<file path="src/rtl/ecc_cap_pkg.sv">
package ecc_cap_pkg;
    localparam int REG_W     = 32;
    localparam int SEL_W     = 3;
    localparam int SYN_W     = 8;
    localparam int BEAT_W    = 2;
    localparam int RANK_W    = 3;
    localparam int COL_W     = 11;
    localparam int BANK_W    = 2;
    localparam int ROW_W     = 14;
    localparam int NUM_CAUSE = 4;
    // cause k (0 = ue_hi, 1 = ce_hi, 2 = ue_lo, 3 = ce_lo) sits at MSB-0 bit CAUSE_BASE+k
    localparam int CAUSE_BASE = 8;
    localparam int CAUSE_TOP  = REG_W - 1 - CAUSE_BASE;   // LSB-0 index of cause 0
    localparam int EN_BIT     = REG_W - 1;                // MSB-0 bit 0
    localparam int SYNW_W     = 2 * SYN_W;
    localparam int LOC_W      = BEAT_W + RANK_W + COL_W + BANK_W + ROW_W;

    typedef enum logic [SEL_W-1:0] {
        SEL_CTRL = 3'd0,
        SEL_MASK = 3'd1,
        SEL_STAT = 3'd2,
        SEL_ADDR = 3'd3,
        SEL_SYN  = 3'd4
    } reg_sel_e;

    typedef enum logic {
        CAP_ARMED = 1'b0,
        CAP_HELD  = 1'b1
    } cap_state_e;
endpackage

</file>
<file path="src/rtl/ecc_cap_cfg.sv">
module ecc_cap_cfg
    import ecc_cap_pkg::*;
(
    input  logic                  clk,
    input  logic                  rst_n,
    input  logic                  wr_en,
    input  logic [SEL_W-1:0]      wr_sel,
    input  logic [REG_W-1:0]      wr_data,
    output logic                  ecc_en,
    output logic [NUM_CAUSE-1:0]  mask
);
    logic                 en_q;
    logic [NUM_CAUSE-1:0] mask_q;
    logic [NUM_CAUSE-1:0] mask_wr;

    // pick the four stored mask bits out of the write word
    genvar k;
    generate
        for (k = 0; k < NUM_CAUSE; k++) begin : g_mask_pick
            assign mask_wr[k] = wr_data[CAUSE_TOP-k];
        end
    endgenerate

    always_ff @(posedge clk or negedge rst_n) begin
        if (!rst_n) begin
            en_q   <= 1'b0;
            mask_q <= '0;
        end else if (wr_en) begin
            if (wr_sel == SEL_CTRL) en_q   <= wr_data[EN_BIT];
            if (wr_sel == SEL_MASK) mask_q <= mask_wr;
        end
    end

    assign ecc_en = en_q;
    assign mask   = mask_q;
endmodule

</file>
<file path="src/rtl/ecc_cap_status.sv">
module ecc_cap_status
    import ecc_cap_pkg::*;
(
    input  logic                  clk,
    input  logic                  rst_n,
    input  logic [NUM_CAUSE-1:0]  cause_in,
    input  logic                  clr,
    output logic [NUM_CAUSE-1:0]  status
);
    logic [NUM_CAUSE-1:0] pend_q;
    logic [NUM_CAUSE-1:0] kept;

    assign kept = clr ? '0 : pend_q;

    always_ff @(posedge clk or negedge rst_n) begin
        if (!rst_n) pend_q <= '0;
        else        pend_q <= kept | cause_in;
    end

    assign status = pend_q;
endmodule

</file>
<file path="src/rtl/ecc_cap_track.sv">
module ecc_cap_track
    import ecc_cap_pkg::*;
(
    input  logic               clk,
    input  logic               rst_n,
    input  logic               take,
    input  logic               clr,
    input  logic [LOC_W-1:0]   loc_in,
    input  logic [SYNW_W-1:0]  syn_in,
    output logic [LOC_W-1:0]   loc_q,
    output logic [SYNW_W-1:0]  syn_q,
    output cap_state_e         state
);
    cap_state_e state_q, state_d;
    logic       load;

    always_ff @(posedge clk or negedge rst_n) begin
        if (!rst_n) state_q <= CAP_ARMED;
        else        state_q <= state_d;
    end

    always_comb begin
        state_d = state_q;
        load    = 1'b0;
        unique case (state_q)
            CAP_ARMED: begin
                if (take) begin          // take
                    load    = 1'b1;
                    state_d = CAP_HELD;
                end
            end
            CAP_HELD: begin
                if (clr) begin
                    if (take) load = 1'b1;     // retake
                    else state_d = CAP_ARMED;  // release
                end
            end
        endcase
    end

    always_ff @(posedge clk or negedge rst_n) begin
        if (!rst_n) begin
            loc_q <= '0;
            syn_q <= '0;
        end else if (load) begin
            loc_q <= loc_in;
            syn_q <= syn_in;
        end
    end

    assign state = state_q;
endmodule

</file>
<file path="src/rtl/ecc_err_capture.sv">
module ecc_err_capture
    import ecc_cap_pkg::*;
(
    input  logic                 clk,
    input  logic                 rst_n,
    input  logic                 ue_hi,
    input  logic                 ce_hi,
    input  logic                 ue_lo,
    input  logic                 ce_lo,
    input  logic [SYN_W-1:0]     syn_hi,
    input  logic [SYN_W-1:0]     syn_lo,
    input  logic [BEAT_W-1:0]    err_beat,
    input  logic [RANK_W-1:0]    err_rank,
    input  logic [COL_W-1:0]     err_col,
    input  logic [BANK_W-1:0]    err_bank,
    input  logic [ROW_W-1:0]     err_row,
    input  logic                 reg_wr,
    input  logic                 reg_rd,
    input  logic [SEL_W-1:0]     reg_sel,
    input  logic [REG_W-1:0]     reg_wdata,
    output logic [REG_W-1:0]     reg_rdata,
    output logic                 irq
);
    logic [NUM_CAUSE-1:0] cause_raw;
    logic [NUM_CAUSE-1:0] cause_take;
    logic [NUM_CAUSE-1:0] status_q;
    logic [NUM_CAUSE-1:0] mask_q;
    logic                 ecc_en;
    logic                 stat_rd;
    logic [LOC_W-1:0]     loc_word;
    logic [SYNW_W-1:0]    syn_word;
    logic [LOC_W-1:0]     cap_loc;
    logic [SYNW_W-1:0]    cap_syn;
    cap_state_e           cap_state;
    logic [REG_W-1:0]     status_word;
    logic [REG_W-1:0]     mask_word;
    logic [REG_W-1:0]     ctrl_word;
    logic [REG_W-1:0]     rdata_q;

    assign cause_raw  = {ce_lo, ue_lo, ce_hi, ue_hi};
    assign cause_take = {NUM_CAUSE{ecc_en}} & cause_raw;
    assign stat_rd    = reg_rd && (reg_sel == SEL_STAT);
    assign loc_word   = {err_beat, err_rank, err_col, err_bank, err_row};
    assign syn_word   = {syn_hi, syn_lo};

    ecc_cap_cfg i_cfg (
        .clk     (clk),
        .rst_n   (rst_n),
        .wr_en   (reg_wr),
        .wr_sel  (reg_sel),
        .wr_data (reg_wdata),
        .ecc_en  (ecc_en),
        .mask    (mask_q)
    );

    ecc_cap_status i_status (
        .clk      (clk),
        .rst_n    (rst_n),
        .cause_in (cause_take),
        .clr      (stat_rd),
        .status   (status_q)
    );

    ecc_cap_track i_track (
        .clk    (clk),
        .rst_n  (rst_n),
        .take   (|cause_take),
        .clr    (stat_rd),
        .loc_in (loc_word),
        .syn_in (syn_word),
        .loc_q  (cap_loc),
        .syn_q  (cap_syn),
        .state  (cap_state)
    );

    // place cause-ordered vectors at their MSB-0 weights
    genvar k;
    generate
        for (k = 0; k < NUM_CAUSE; k++) begin : g_word
            assign status_word[CAUSE_TOP-k] = status_q[k];
            assign mask_word[CAUSE_TOP-k]   = mask_q[k];
        end
        for (k = 0; k < REG_W; k++) begin : g_pad
            if (k > CAUSE_TOP || k <= CAUSE_TOP - NUM_CAUSE) begin : g_zero
                assign status_word[k] = 1'b0;
                assign mask_word[k]   = 1'b0;
            end
        end
    endgenerate

    assign ctrl_word = {ecc_en, {(REG_W-1){1'b0}}};

    always_ff @(posedge clk or negedge rst_n) begin
        if (!rst_n) begin
            rdata_q <= '0;
        end else if (reg_rd) begin
            case (reg_sel_e'(reg_sel))
                SEL_CTRL: rdata_q <= ctrl_word;
                SEL_MASK: rdata_q <= mask_word;
                SEL_STAT: rdata_q <= status_word;
                SEL_ADDR: rdata_q <= cap_loc;
                SEL_SYN:  rdata_q <= {{(REG_W-SYNW_W){1'b0}}, cap_syn};
                default:  rdata_q <= '0;
            endcase
        end
    end

    assign reg_rdata = rdata_q;
    assign irq       = |(status_q & mask_q);
endmodule

</file>
<file path="config.mk">
export PLATFORM = sky130hd
export DESIGN_NAME = ecc_err_capture
export DESIGN_NICKNAME = d
export VERILOG_FILES = /design/src/rtl/ecc_cap_pkg.sv /design/src/rtl/ecc_cap_cfg.sv /design/src/rtl/ecc_cap_status.sv /design/src/rtl/ecc_cap_track.sv /design/src/rtl/ecc_err_capture.sv
export SDC_FILE = /design/constraint.sdc
export NUM_CORES = 1
export LEC_CHECK = 0
export BUFFER_PORTS_ARGS = -buffer_cell sky130_fd_sc_hd__buf_2
export CAP_MARGIN = 10
export CELL_PAD_IN_SITES_DETAIL_PLACEMENT = 1
export CELL_PAD_IN_SITES_GLOBAL_PLACEMENT = 2
export CORE_MARGIN = 4
export CORE_UTILIZATION = 32
export CTS_BUF_LIST = sky130_fd_sc_hd__clkbuf_16
export CTS_CLUSTER_SIZE = 24
export DETAILED_ROUTE_END_ITERATION = 10
export GPL_TIMING_DRIVEN = 0
export PLACE_DENSITY_LB_ADDON = 0.1
export SLEW_MARGIN = 20
export SYNTH_ARGS = -nofsm -noshare
export SYNTH_HDL_FRONTEND = slang
export SYNTH_SLANG_ARGS = --single-unit
</file>
<file path="constraint.sdc">
create_clock -name clk -period 2 [get_ports clk]
set_input_delay 0.1 -clock clk [delete_from_list [all_inputs] [get_ports clk]]
set_output_delay 0.1 -clock clk [all_outputs]
set_load 0.005 [all_outputs]
</file>
-- Yosys cells after proc, flatten, opt, wreduce, memory -nomap -nowiden
Cells that the tools add are included.
- bits in registers: 90
- bits in latches: 0
- RAM bits: 0
- memory bits (read-only): 0
- input bits: 91
- output and inout bits: 33
- logic and storage cells: 28
- memories: 0
- $add $sub $neg: 0
- multipliers: 0
- divide/modulo/power cells: 0
- $lt $le $gt $ge: 0
- equal/unequal tests: 4
- shifts and indexed selects: 0
- mux-type cells: 7
- bitwise logic cells: 4
- reduce and logical (&&, ||, !) cells: 6
- operator list (operator ; count):
    32-bit case mux with 5 select lines ; 1
    4-bit AND ; 2
    4-bit OR reduction ; 2
    3-bit by 2-bit equality test with 1-bit output, second input constant ; 2
    4-bit two-way mux ; 1
    4-bit OR ; 1
    1-bit case mux with 2 select lines ; 2
    2-bit AND reduction ; 2
    3-bit by 1-bit equality test with 1-bit output, second input constant ; 1
    3-bit equality test, second input constant ; 1
    3-bit zero test ; 1
    1-bit two-way mux ; 3
    1-bit logical AND ; 1
    1-bit NOT ; 1

-- Logic depth before layout (Yosys ltp)
Gate-level depths: netlist of run 1.
- depth after elaboration: 5
- gate-level depth with buffers: 6
- mapped depth without buffers: 3

-- Cells and area by module
A second synthesis of run 1 with hierarchy kept.
- cell total of the unflattened synthesis: 244
- area total of the unflattened synthesis: 3779.9 µm²
- modules (own cells, without submodules) (module ; instances ; cells each ; area each (µm²) ; sequential area each (µm²)):
    ecc_cap_track ; 1 ; 105 ; 1911.8 ; 1226.2
    ecc_err_capture ; 1 ; 118 ; 1506.4 ; 800.8
    ecc_cap_cfg ; 1 ; 12 ; 227.7 ; 125.1
    ecc_cap_status ; 1 ; 9 ; 133.9 ; 100.1

-- Worst setup path before layout of run 1
OpenSTA, ideal clock, no wires.
- path type: register to register
- from: register i_cfg.en_q (netlist: i_cfg.ecc_en)
- to: register i_track.loc_q[26]
- library setup time: 0.125 ns
- arrival time: 1.277 ns
- data required time: 1.875 ns
- slack: 0.597 ns
- cell stages (with the launch flop): 6
- buffers on the path: 2
- period minus slack after synthesis: 1.403 ns
- cells stage by stage: dfrtp_1 o41ai_2 a21oi_2 buf_6 buf_6 mux2_4
- cells in the longest elaborated chain, start to end: 5
- ends and longest elaborated chain (element ; line ; RTL):
    start, declared ; ecc_cap_cfg.sv:12 ; logic en_q;
    start signal, assigned ; ecc_cap_cfg.sv:29 ; if (wr_sel == SEL_CTRL) en_q <= wr_data[EN_BIT];
    4-bit AND (*) ; ecc_err_capture.sv:41 ; assign cause_take = {NUM_CAUSE{ecc_en}} & cause_raw;
    4-bit OR reduction (*) ; ecc_err_capture.sv:67 ; .take (|cause_take),
    1-bit two-way mux (*) ; ecc_cap_track.sv:27, ecc_cap_track.sv:34 ;
    1-bit two-way mux ; ecc_cap_track.sv:33 ; if (clr) begin
    1-bit case mux with 2 select lines (*) ; ecc_cap_track.sv:25 ; unique case (state_q)
    end signal, assigned ; ecc_cap_track.sv:46 ; loc_q <= loc_in;
    end, declared ; ecc_cap_track.sv:10 ; output logic [LOC_W-1:0] loc_q,
Mark *: on every way between the ends. The rest lies on a longest branch, timed or not.
A chain may end at the register's enable or synchronous reset.

-- Worst setup path after layout of run 1
- from: register i_cfg.en_q (netlist: i_cfg.ecc_en)
- to: register i_track.syn_q[0]
- cells in the longest elaborated chain, start to end: 5
- ends and longest elaborated chain (element ; line ; RTL):
    4-bit AND (*) ; ecc_err_capture.sv:41 ;
    4-bit OR reduction (*) ; ecc_err_capture.sv:67 ;
    1-bit two-way mux (*) ; ecc_cap_track.sv:27, ecc_cap_track.sv:34 ;
    1-bit two-way mux ; ecc_cap_track.sv:33 ;
    1-bit case mux with 2 select lines (*) ; ecc_cap_track.sv:25 ;
    end signal, assigned ; ecc_cap_track.sv:47 ; syn_q <= syn_in;
    end, declared ; ecc_cap_track.sv:11 ; output logic [SYNW_W-1:0] syn_q,
Marked as above.

==> results of run 1 <==
## cell families after synthesis
family / count (synthesis)
AO/OA/AOI/OAI: 61
buffers and inverters: 34
multiplexers: 57
flip-flops: 90
AND/OR/NAND/NOR: 38
## routing by layer
metal | global-route usage [%] | vias to the layer above
li1 | - | 1307
met3 | 3.11 | 12
met5 | 0 | -
met4 | 6.50 | 0
met1 | 20.1 | 1372
met2 | 25.2 | 64
## cell usage after synthesis
cell / number
nand4bb_4: 1
buf_1: 3
a21oi_1: 16
o41ai_2: 1
inv_1: 16
o21ai_0: 11
o22ai_1: 5
nor3b_1: 1
a31oi_1: 1
nor2_1: 16
dfrtp_1: 90
and4bb_1: 1
nor3b_2: 1
mux2_4: 20
mux2_2: 37
buf_6: 3
nor2b_1: 1
and3b_1: 1
buf_2: 7
nor4b_1: 1
nand2_1: 3
a21oi_2: 1
nand2b_1: 1
a22oi_1: 22
a22o_1: 4
clkbuf_1: 5
nand3_1: 11
## metrics by stage
| step | cell area [um^2] | std cells | power (W) |
|---|---|---|---|
| 5_1_grt | 5190 | 585 | 0.00585 |
| 3_3_place_gp | 4400 | 518 | 0.00391 |
| 3_5_place_dp | 4430 | 519 | 0.00397 |
| 4_1_cts | 5180 | 584 | 0.00557 |
| 2_1_floorplan | 3740 | 280 | 0.00355 |
| 6_report | 5190 | 585 | 0.00548 |
## area by class of cell
class | count | area [um^2]
clock inverters | 6 | 27.5
well taps | 143 | 179
multi-input cells | 156 | 1330
fillers | 1217 | 6220
inverters | 16 | 60.1
clock buffers | 9 | 225
flip-flops and latches | 90 | 2250
repair buffers | 147 | 1020
plain buffers | 18 | 98.8
## registers in the layout, indices dropped and copies added, names as in the netlist
name and count:
reg_rdata 32, i_cfg.ecc_en 1, i_cfg.mask 4, i_track.loc_q 32, i_track.state 1, i_status.status 4, i_track.syn_q 16
## power groups by stage
stage	clock network, W	registers [W]	logic, W
finish	0.00149	0.00277	0.00122
global route	0.00163	0.00285	0.00137
CTS	0.00154	0.00278	0.00125
detailed placement	0	0.00281	0.00116
global placement	0	0.00278	0.00113
floorplan	0	0.00270	0.000842
## path summary, 6_finish.rpt
| check | startpoint | to | slack (ps) | cells past startpoint |
|---|---|---|---|---|
| max in group asynchronous | rst_n | i_track.syn_q[3] | 1160 | 3 |
| worst min register to register | i_track.loc_q[24] | reg_rdata[24] | 500 | 2 |
| min in group asynchronous | rst_n | reg_rdata[24] | 250 | 2 |
| worst max register to register | i_cfg.ecc_en | i_track.syn_q[0] | 360 | 5 |
| worst max-delay path | i_cfg.ecc_en | i_track.syn_q[0] | 360 | 5 |
| worst min-delay path | syn_hi[6] | i_track.syn_q[14] | 10 | 2 |
## critical path: cells and delay by family (launching register included)
kind,cells,cell delay (ps)
buffers and inverters,2,410
flip-flops,1,470
AO/OA/AOI/OAI,2,340
multiplexers,1,310
==> results.md, run 1 <==
- The flow ran to the end, and the final reports show no timing, DRC or antenna violations.
- STA puts the critical path data arrival time at 1860 ps.
- The category of the worst setup path capture point is a flip-flop.
- For this run, design rule violations remaining after detail routing come to 0.
- Final hold analysis gives a worst-case slack of 11.8 ps.
- The number of global-route vias before repair is 3021.
- The share of the synthesized area in compound gates (AO/OA/AOI/OAI) is 10.6%.
- The amount of wire on met3 after detailed routing is 391 um.
- Setup repair after global routing left no endpoint under its margin.
- The synthesized instance count is 280.
- After synthesis, the share of cell area in mux cells is 19.2%.
- The number of distinct library cells after synthesis is 27.
- The wire length per cell is 16.4 um.
- The cell that appears most often on the critical path is buf_6.
- The final-report max-slew violation count is 0.
- By area the synthesized netlist is led by dfrtp_1 (60%), mux2_2 (11%), mux2_4 (8.0%), a22oi_1 (4.4%), a21oi_1 (2.1%).
- Detailed routing inserted a total of 2755 vias.
- The count of hold buffers inserted by post-cts repair is 50.
- Walking the worst path, the cells encountered are o41ai_2 > a21oi_2 > buf_6 > buf_6 > mux2_4.
- Global routing finished with a remaining overflow of 0.
- The synthesized netlist devotes 0% of its cell area to XOR and XNOR gates.
- The Yosys step of the flow raised 0 warnings.
- The topmost layer with routed signal wires is met4.
- The core footprint is 11400 um^2.
- After layout, the worst setup slack is 356 ps.
- In this run the post-CTS setup repair buffer count came out at 0.
- For this design the static power due to leakage is 2.40 nW.
- The final period demand of the worst path is 1640 ps.
- The net switching fraction of the power is 25.9%.
- After clock tree synthesis, the clock-pin slew on the worst setup and hold paths is 60 ps.
- The share of total power in combinational logic is 22.2%.
- Setup violations remaining at the end of the flow were counted as 0.
- STA puts the critical path data required time at 2220 ps.
- The adder-cell share of the synthesized area is 0%.
- Once layout is complete, the utilization of the core stands at 45.5%.
- The number of I/O port buffers is 95.
- The kind of path behind the tightest hold check is in2reg.
- Sequential cells account for 50.6% of the total power.
- The clock tree synthesis step divided the H-tree into 3 levels.
- The pre-CTS worst setup slack is 300 ps.
- Entering global routing, the biggest net connects 48 pins.
- The first-pass GRT wire length is 15.8 mm.
- The horizontal extent of the die is 116 um.
- The count of nets after finishing is 529.
- The headroom to the max-slew limit is 61.5%.
- The number of antenna diodes is 0.
- Among all stages on the critical path, the largest delay is contributed by dfrtp_1.
- In this design, the stage delay of the slowest critical-path cell is 470 ps.
- The post-synthesis share of cell area spent on and, or, nand and nor gates is 5.78%.
- The library cells used most frequently in the layout, excluding fill and tap cells, are buf_2 (101), dfrtp_1 (90), dlygate4sd3_1 (51), mux2_2 (37), a22oi_1 (22).
- The internal power is 0.00406 W.
- The peak ir drop on the vdd network is 0.000486 V.
- The kind of start point of the critical path is a flip-flop.
- The detail route stage leaves a number of antenna-violating nets equal to 0.
- Compared with the post-synthesis result, the final layout area differs by 38.8%.
- The final critical-path share of the clock period is 82.2%.
- CTS placed an instance of clkbuf_16 at the clock tree root.
- The floorplan step defined a die boundary enclosing 13500 um^2.
- The setup TNS after final layout is 0 ps.
- The aggregate routed wire length is 9.57 mm.
- Sequential cells were found to cover 60.2% of the synthesized design area.
- Dividing total power by cell area gives a power density of 1060 nW/um^2.
- The number of antenna violations at the first check in global routing came to 0.
- From bottom edge to top edge, the die measures 116 um.
- Along the worst path, the maximum fanout reaches 10.
- The top cell type by area accounts for 60.2% of the synthesized area.
- The combinational family with the most area after synthesis is multiplexers.
- For this block, wires on met1 add up to 4.40 mm.
- Of the total power, the clock network draws 27.2%.
- The number of maximum-capacitance violations is 0.
- The CTS tree is yes.
- The floorplan has 39 rows.
- Synthesis inferred 90 register bits.
- After detailed routing, the number of vias per cell comes to 4.71.
- The iteration count of the initial detailed-routing pass is 4.
- The achievable clock frequency is 608 MHz.
- For this design the total switching power over the nets is 0.00142 W.
- Once detailed placement completed, the half-perimeter wirelength came to 6.52 mm.
- The proportion of layout cells with a drive suffix above 1 is 40.3%.
- The clock insertion delay at the later pin of the skew report is 340 ps.
- In this run the cell area of the synthesized design comes to 3740 um^2.
- Clock tree synthesis inserted a total of 9 buffers.
- Once the floorplan was initialized, standard cells occupied 32.8% of the core.
- At the pin with the least slew margin, the transition time is 578 ps.
- Pin placement for this block handled 124 I/O pins.
- The post-synthesis area per instance is 13.4 um^2.
- The count of routing violations after the opening detailed-route iteration is 83.
- The largest total area in the synthesized netlist belongs to dfrtp_1.
- The final-report hold violation count is 0.
- The post-synthesis net count is 371.
- The total number of clock tree sinks is 90.
- The library cell used most frequently in the layout, excluding fill and tap cells, is buf_2.
- The number of buffers on the longest clock path is 2.
- In the detailed route, the total length drawn on met2 is 4.61 mm.
- The routability-driven placement congestion ratio is 0.710.
- The category of the critical setup timing path is reg2reg.
- Global routing used 15.5% of the available tracks.
- Across the routed clock network, the largest skew measured is 3.92 ps.
- The number of cells upsized or downsized after cts is 0.
Note: power is estimated with default switching activity, not from simulation.
==> run 2: changes to the inputs <==
==> constraint.sdc (replaced) <==
create_clock -name clk -period 1.6 [get_ports clk]
set_input_delay 0.08 -clock clk [delete_from_list [all_inputs] [get_ports clk]]
set_output_delay 0.08 -clock clk [all_outputs]
set_load 0.005 [all_outputs]
==> results.md, run 2 (synthesized netlist as in run 1, its figures left out) <==
- The run finished with clean final reports.
- In the routed layout, each cell is associated on average with a via count of 4.72.
- The die is 116 um wide.
- The beginning of the worst register-to-register path is i_cfg.ecc_en.
- The detailed route wirelength on metal2 is 4.71 mm.
- After detailed routing, the average wire length per cell comes to 16.4 um.
- The clock insertion delay at the later pin of the skew report is 340 ps.
- Once placement completed, the tool counted placed cells totaling 519.
- The summed area of non-filler cells in the final layout is 5270 um^2.
- At the worst endpoint, the required time is 1820 ps.
- The placed instances occupy a cell area of 4430 um^2.
- The proportion of layout cells with a drive suffix above 1 is 40.2%.
- The count of nets after finishing is 535.
- The critical path is of the reg2reg type.
- After detailed routing, the met3 layer carries 391 um of wire.
- The iteration count of the initial detailed-routing pass is 4.
- The number of global-route vias before repair is 3057.
- The startpoint of the most critical hold path is ue_hi.
- The kind of path behind the tightest hold check is in2reg.
- Based on the critical path, the design can be clocked at up to 683 MHz.
- STA classifies the critical path startpoint as a flip-flop.
- The final period demand of the worst path is 1460 ps.
- The worst hold path terminates at i_status.status[0].
- The H-tree depth is 3.
- The floorplan has 39 rows.
- The routability-driven placement congestion ratio is 0.710.
- The height of the chip is 116 um.
- The worst pin sits at a relative slew slack of 61.5%.
- The number of vias after detailed routing is 2787.
- For this block, the routed nets add up to 9.72 mm of wire.
- TritonCTS built the clock tree.
- VDD sags by at most 0.000608 V.
- Clock tree synthesis inserted a total of 9 buffers.
- Of the total power, combinational logic draws 22.6%.
- The post-synthesis to final-layout area growth is 40.7%.
- Setup repair after global routing left no endpoint under its margin.
- 124 I/O pins were placed.
- The final critical path takes up 91.5% of the cycle.
- After detailed routing, the number of remaining DRC violations is 0.
- The die footprint is 13500 um^2.
- The top cell types in the final layout, fill and taps aside, are buf_2 (99), dfrtp_1 (89), dlygate4sd3_1 (56), mux2_2 (37), a22oi_1 (22).
- The tree is rooted in a clkbuf_16.
- The final-report max-slew violation count is 0.
- The topmost layer with routed signal wires is met4.
- Across all register-to-register paths, the minimum setup slack is 140 ps.
- Internal power comes to 0.00510 W.
- The final clock skew is 4.16 ps.
- The number of antenna diodes in the final layout is 0.
- The number of antenna violations at the first check in global routing is 0.
- For this run the aggregate overflow at the end of global routing stands at 0.
- The final-report hold violation count was 0.
- The clock-pin slew reported for the worst setup and hold paths after clock tree synthesis is 60 ps.
- The net switching fraction of the power is 26.0%.
- The final antenna-violating net count is 0.
- The first-pass GRT wire length is 16.0 mm.
- The met1 layer wirelength in the final routing is 4.45 mm.
- The largest fanout on the critical path is 10.
- The largest net degree at the start of global routing is 48.
- Counting instances, the worst hold path has a depth of 2.
- STA classifies the critical path endpoint as a flip-flop.
- The total number of clock tree sinks is 90.
- The switching power total is 0.00179 W.
- The core footprint is 11400 um^2.
- In this run the power density over the cells is 1310 nW/um^2.
- The arrival time at the worst endpoint is 1680 ps.
- The standby leakage power is 2.43 nW.
- The sequential cell fraction of total power is 50.3%.
- For the pin with the worst max-slew slack, the measured transition is 578 ps.
- The tool flagged a number of max-cap violations equal to 0.
- The initial utilization of the core area, before any placement, comes to 32.8%.
- The depth of the worst register-to-register path is 5.
- The relative contribution of the clock network to total power is 27.1%.
- The final number of setup-violating endpoints is 0.
- Buffers placed on the I/O ports in this run total 95.
- The number of buffers on the longest clock path is 2.
- The tightest hold path in the finished design has a slack of 20.9 ps.
- The endpoint of the lowest-slack register-to-register path is i_track.syn_q[0].
- Detailed placement finished with a half-perimeter wire length of 6.52 mm.
- In this run, the number of DRC markers left after iteration 0 of detailed routing was 108.
- The final cell count without fillers is 591.
- The most common cell after layout, fill and taps aside is buf_2.
- Across every metal layer, demand over resource in global routing totals 15.6%.
run 2: changes by cell type in the layout (fill, tap and decap cells not counted), sizes merged:
cell         before  now
clkbuf           14   16
dlygate4sd3      51   56
buf             109  108
run 2: metrics by stage:
stage,power (W),utilization (%),setup slack [ps],setup TNS (ps)
2_1_floorplan,0.00443,-,197,0
3_3_place_gp,0.00488,38.5,-481,-43040
3_5_place_dp,0.00496,38.8,-80.5,-2550
4_1_cts,0.00698,45.9,0.460,0
5_1_grt,0.00734,46.1,50.9,0
6_report,0.00688,46.1,135,0
run 2: what timing repair did:
action / CTS / global route
gates resized for setup: 1 / 4
hold buffers: 56 / 0
endpoints found under the hold margin: 98 / 0
setup endpoints to repair: 40 / 40
buffers inserted: 0 / 1
run 2: final cells by class:
| class | count | area (um^2) |
|---|---|---|
| Sequential cell | 90 | 2250 |
| Buffer | 18 | 111 |
| Inverter | 16 | 60.1 |
| Timing Repair Buffer | 153 | 1080 |
| Clock inverter | 6 | 27.5 |
| Tap cell | 143 | 179 |
| Clock buffer | 9 | 225 |
| Multi-Input combinational cell | 156 | 1330 |
| Fill cell | 1219 | 6150 |
run 2: power by group through the flow:
stage                     logic (W)  clock network (W)  registers, W
after CTS                   0.00157            0.00193       0.00348
after global routing        0.00175            0.00203       0.00356
after floorplan             0.00105                  0       0.00338
final                       0.00156            0.00186       0.00346
after global placement      0.00141                  0       0.00348
after detailed placement    0.00145                  0       0.00351
run 2: worst max path at each step:
stage | end | from | cells after the start | slack [ps]
global placement | i_track.loc_q[3] | rst_n | 1 | -480
detailed placement | reg_rdata[6] | reg_sel[1] | 6 | -80
CTS | i_track.loc_q[28] | i_cfg.ecc_en | 5 | 0.5
floorplan | i_track.loc_q[26] | i_cfg.ecc_en | 5 | 200
finish | i_track.syn_q[0] | i_cfg.ecc_en | 5 | 140
global route | i_track.loc_q[28] | i_cfg.ecc_en | 5 | 50
run 2: worst max-delay path: stages (launching register included):
cell and delay, ps:
dfrtp_2 380, o41ai_2 90, a21oi_2 180, buf_6 190, buf_8 190, mux2_4 310
run 2: layer usage:
metal / global-route usage [%] / vias to the layer above
met4: 6.50 / 0
li1: - / 1322
met2: 25.6 / 64
met3: 3.11 / 12
met1: 20.3 / 1389
met5: 0 / -
==> run 3: changes to the inputs <==
--- a/config.mk
+++ b/config.mk
@@ -5,6 +5,7 @@
 export SDC_FILE = /design/constraint.sdc
 export NUM_CORES = 1
 export LEC_CHECK = 0
+export ABC_CLOCK_PERIOD_IN_PS = 1600
 export BUFFER_PORTS_ARGS = -buffer_cell sky130_fd_sc_hd__buf_2
 export CAP_MARGIN = 10
 export CELL_PAD_IN_SITES_DETAIL_PLACEMENT = 1
@@ -16,6 +17,7 @@
 export DETAILED_ROUTE_END_ITERATION = 10
 export GPL_TIMING_DRIVEN = 0
 export PLACE_DENSITY_LB_ADDON = 0.1
+export SETUP_SLACK_MARGIN = 0.2
 export SLEW_MARGIN = 20
 export SYNTH_ARGS = -nofsm -noshare
 export SYNTH_HDL_FRONTEND = slang
==> results.md, run 3 (synthesized netlist as in run 1, its figures left out) <==
- The run finished with clean final reports.
- The clock-pin slew reported for the worst setup and hold paths after clock tree synthesis is 60 ps.
- The routability-driven placement congestion ratio is 0.710.
- The finished layout holds 593 standard cells, fillers aside.
- The worst path meets setup with 212 ps of slack.
- The smallest clock period supported by the final layout is computed as 1390 ps.
- Once detail routing completed, the nets flagged for antenna violations numbered 0.
- For the worst setup path, the data required time is 1820 ps.
- For this run the aggregate overflow at the end of global routing stands at 0.
- The first-pass GRT wire length is 16.1 mm.
- The total number of clock tree sinks is 90.
- The number of antenna violations at the first check in global routing is 0.
- The H-tree was split into 3 levels.
- In this run the worst path has a maximum fanout of 10.
- In this run the count of I/O pins placed on the die edge is 124.
- From synthesis to final layout, the design area changed by 41.7%.
- During placement, the flow inserted port buffers numbering 95.
- Across the routed clock network, the largest skew measured is 4.09 ps.
- Setup repair after global routing could not meet its margin everywhere.
- For this run, design rule violations remaining after detail routing come to 0.
- The proportion of layout cells with a drive suffix above 1 is 40.4%.
- The achievable clock frequency is 721 MHz.
- The final critical-path share of the clock period is 86.7%.
- The total of fill cells in the finished design is 1216.
- The placed cell count is 519.
- The half-perimeter wire length after detailed placement is 6.52 mm.
- The final-report hold violation count was 0.
- The peak ir drop on the vdd network is 0.000608 V.
- The height of the chip is 116 um.
- Overall power consumption after layout is estimated at 0.00690 W.
- Setup violations remaining at the end of the flow were counted as 0.
- Once the floorplan was initialized, standard cells occupied 32.8% of the core.
- The kind of start point of the critical path is a flip-flop.
- The analysis attributes to cell leakage a power of 2.44 nW.
- The horizontal extent of the die is 116 um.
- Hold is met by 20.0 ps.
- The average via count per standard cell is 4.72.
- Counting along the longest clock path gives a buffer depth of 2.
- The arrival time at the worst endpoint is 1610 ps.
- STA classifies the critical path endpoint as a flip-flop.
- OpenSTA, run right after detailed placement, puts the worst setup slack at -80.5 ps.
- The floorplan has 39 rows.
- Summed over all layers, the routed wires come to 9.74 mm.
- For this run, the share of the core covered by cells in the final layout is 46.4%.
- Dividing the detail-routed wire length by the instance count gives 16.4 um.
- The core footprint is 11400 um^2.
- The path class of the tightest hold or removal check is in2reg.
- TritonCTS built the clock tree.
- The number of global-route vias before repair is 3068.
- The die footprint is 13500 um^2.
- In this run the power density over the cells is 1300 nW/um^2.
- In the final design database the tool counted 537 nets.
- Entering global routing, the biggest net connects 48 pins.
- The number of antenna diodes is 0.
- For this run, the detailed router's first-pass iteration total came to 4.
- The most common cell after layout, fill and taps aside is buf_2.
- The final-report max-slew violation count is 0.
- The clock insertion delay at the later pin of the skew report is 340 ps.
- After the first detailed-routing iteration, the DRC count stood at 97.
- The headroom to the max-slew limit is 61.5%.
- The buffer type at the clock tree root is clkbuf_16.
- The number of buffers inserted during clock tree synthesis is 9.
- The transition time at the pin with the least slew margin is 578 ps.
- The number of maximum-capacitance violations is 0.
- The worst setup path is of the reg2reg kind.
- The aggregate global-route resource usage is 15.7%.
- The number of vias after detailed routing is 2798.
- In the layout the commonest cells are buf_2 (99), dfrtp_1 (89), dlygate4sd3_1 (56), mux2_2 (37), a22oi_1 (22).
## run 3: cell types whose count changed in the layout (fill, tap and decap cells not counted), sizes merged
cell / previous run / this run
clkbuf: 16 / 14
buf: 108 / 112
## run 3: path summary, 6_finish.rpt
path	slack, ps	depth (start not counted)	endpoint	start
max in group asynchronous	770	3	i_cfg.ecc_en	rst_n
max reg2reg	210	5	i_track.syn_q[0]	i_cfg.ecc_en
min in group asynchronous	230	2	reg_rdata[24]	rst_n
min reg2reg	500	2	reg_rdata[24]	i_track.loc_q[24]
max	210	5	i_track.syn_q[0]	i_cfg.ecc_en
min	20	2	i_status.status[0]	ue_hi
## run 3: worst max-delay path, stage by stage (launching register included)
cell and delay, ps:
dfrtp_2 360, o41ai_2 90, a21oi_2 190, buf_6 170, buf_12 160, mux2_4 300
## run 3: cell type report
class	count	area, um^2	share of cell area, %
clock buffers	9	225	4.25
plain buffers	18	121	2.29
multi-input cells	156	1340	25.2
well taps	143	179	3.37
flip-flops and latches	90	2250	42.5
inverters	16	60.1	1.13
repair buffers	155	1100	20.7
clock inverters	6	27.5	0.519
## run 3: power breakdown
part / total (W) / leakage, nW / switching, W / internal (W)
registers: 0.00346 / 1.10 / 0.000423 / 0.00304
logic: 0.00158 / 1.22 / 0.000523 / 0.00105
clock network: 0.00186 / 0.129 / 0.000844 / 0.00102
total: 0.00690 / 2.44 / 0.00179 / 0.00511
## run 3: through the flow
stage               area (um^2)  TNS [ps]
floorplan                  3740         0
finish                     5300         0
global placement           4400    -43040
CTS                        5300         0
global route               5300         0
detailed placement         4430     -2550
## run 3: what timing repair did
item / 4_1_cts / 5_1_grt
hold buffers: 56 / 0
gates resized for setup: 9 / 1
buffers inserted: 3 / 0
setup endpoints to repair: 48 / 49
hold endpoints to repair: 98 / 0
pin swaps: 0 / 0
## run 3: layer usage
metal	global-route usage [%]	vias up	wire length, um
met3	3.11	12	390
met4	6.50	0	170
met1	20.4	1396	4470
met2	25.8	64	4710
met5	0	-	0
li1	-	1326	-
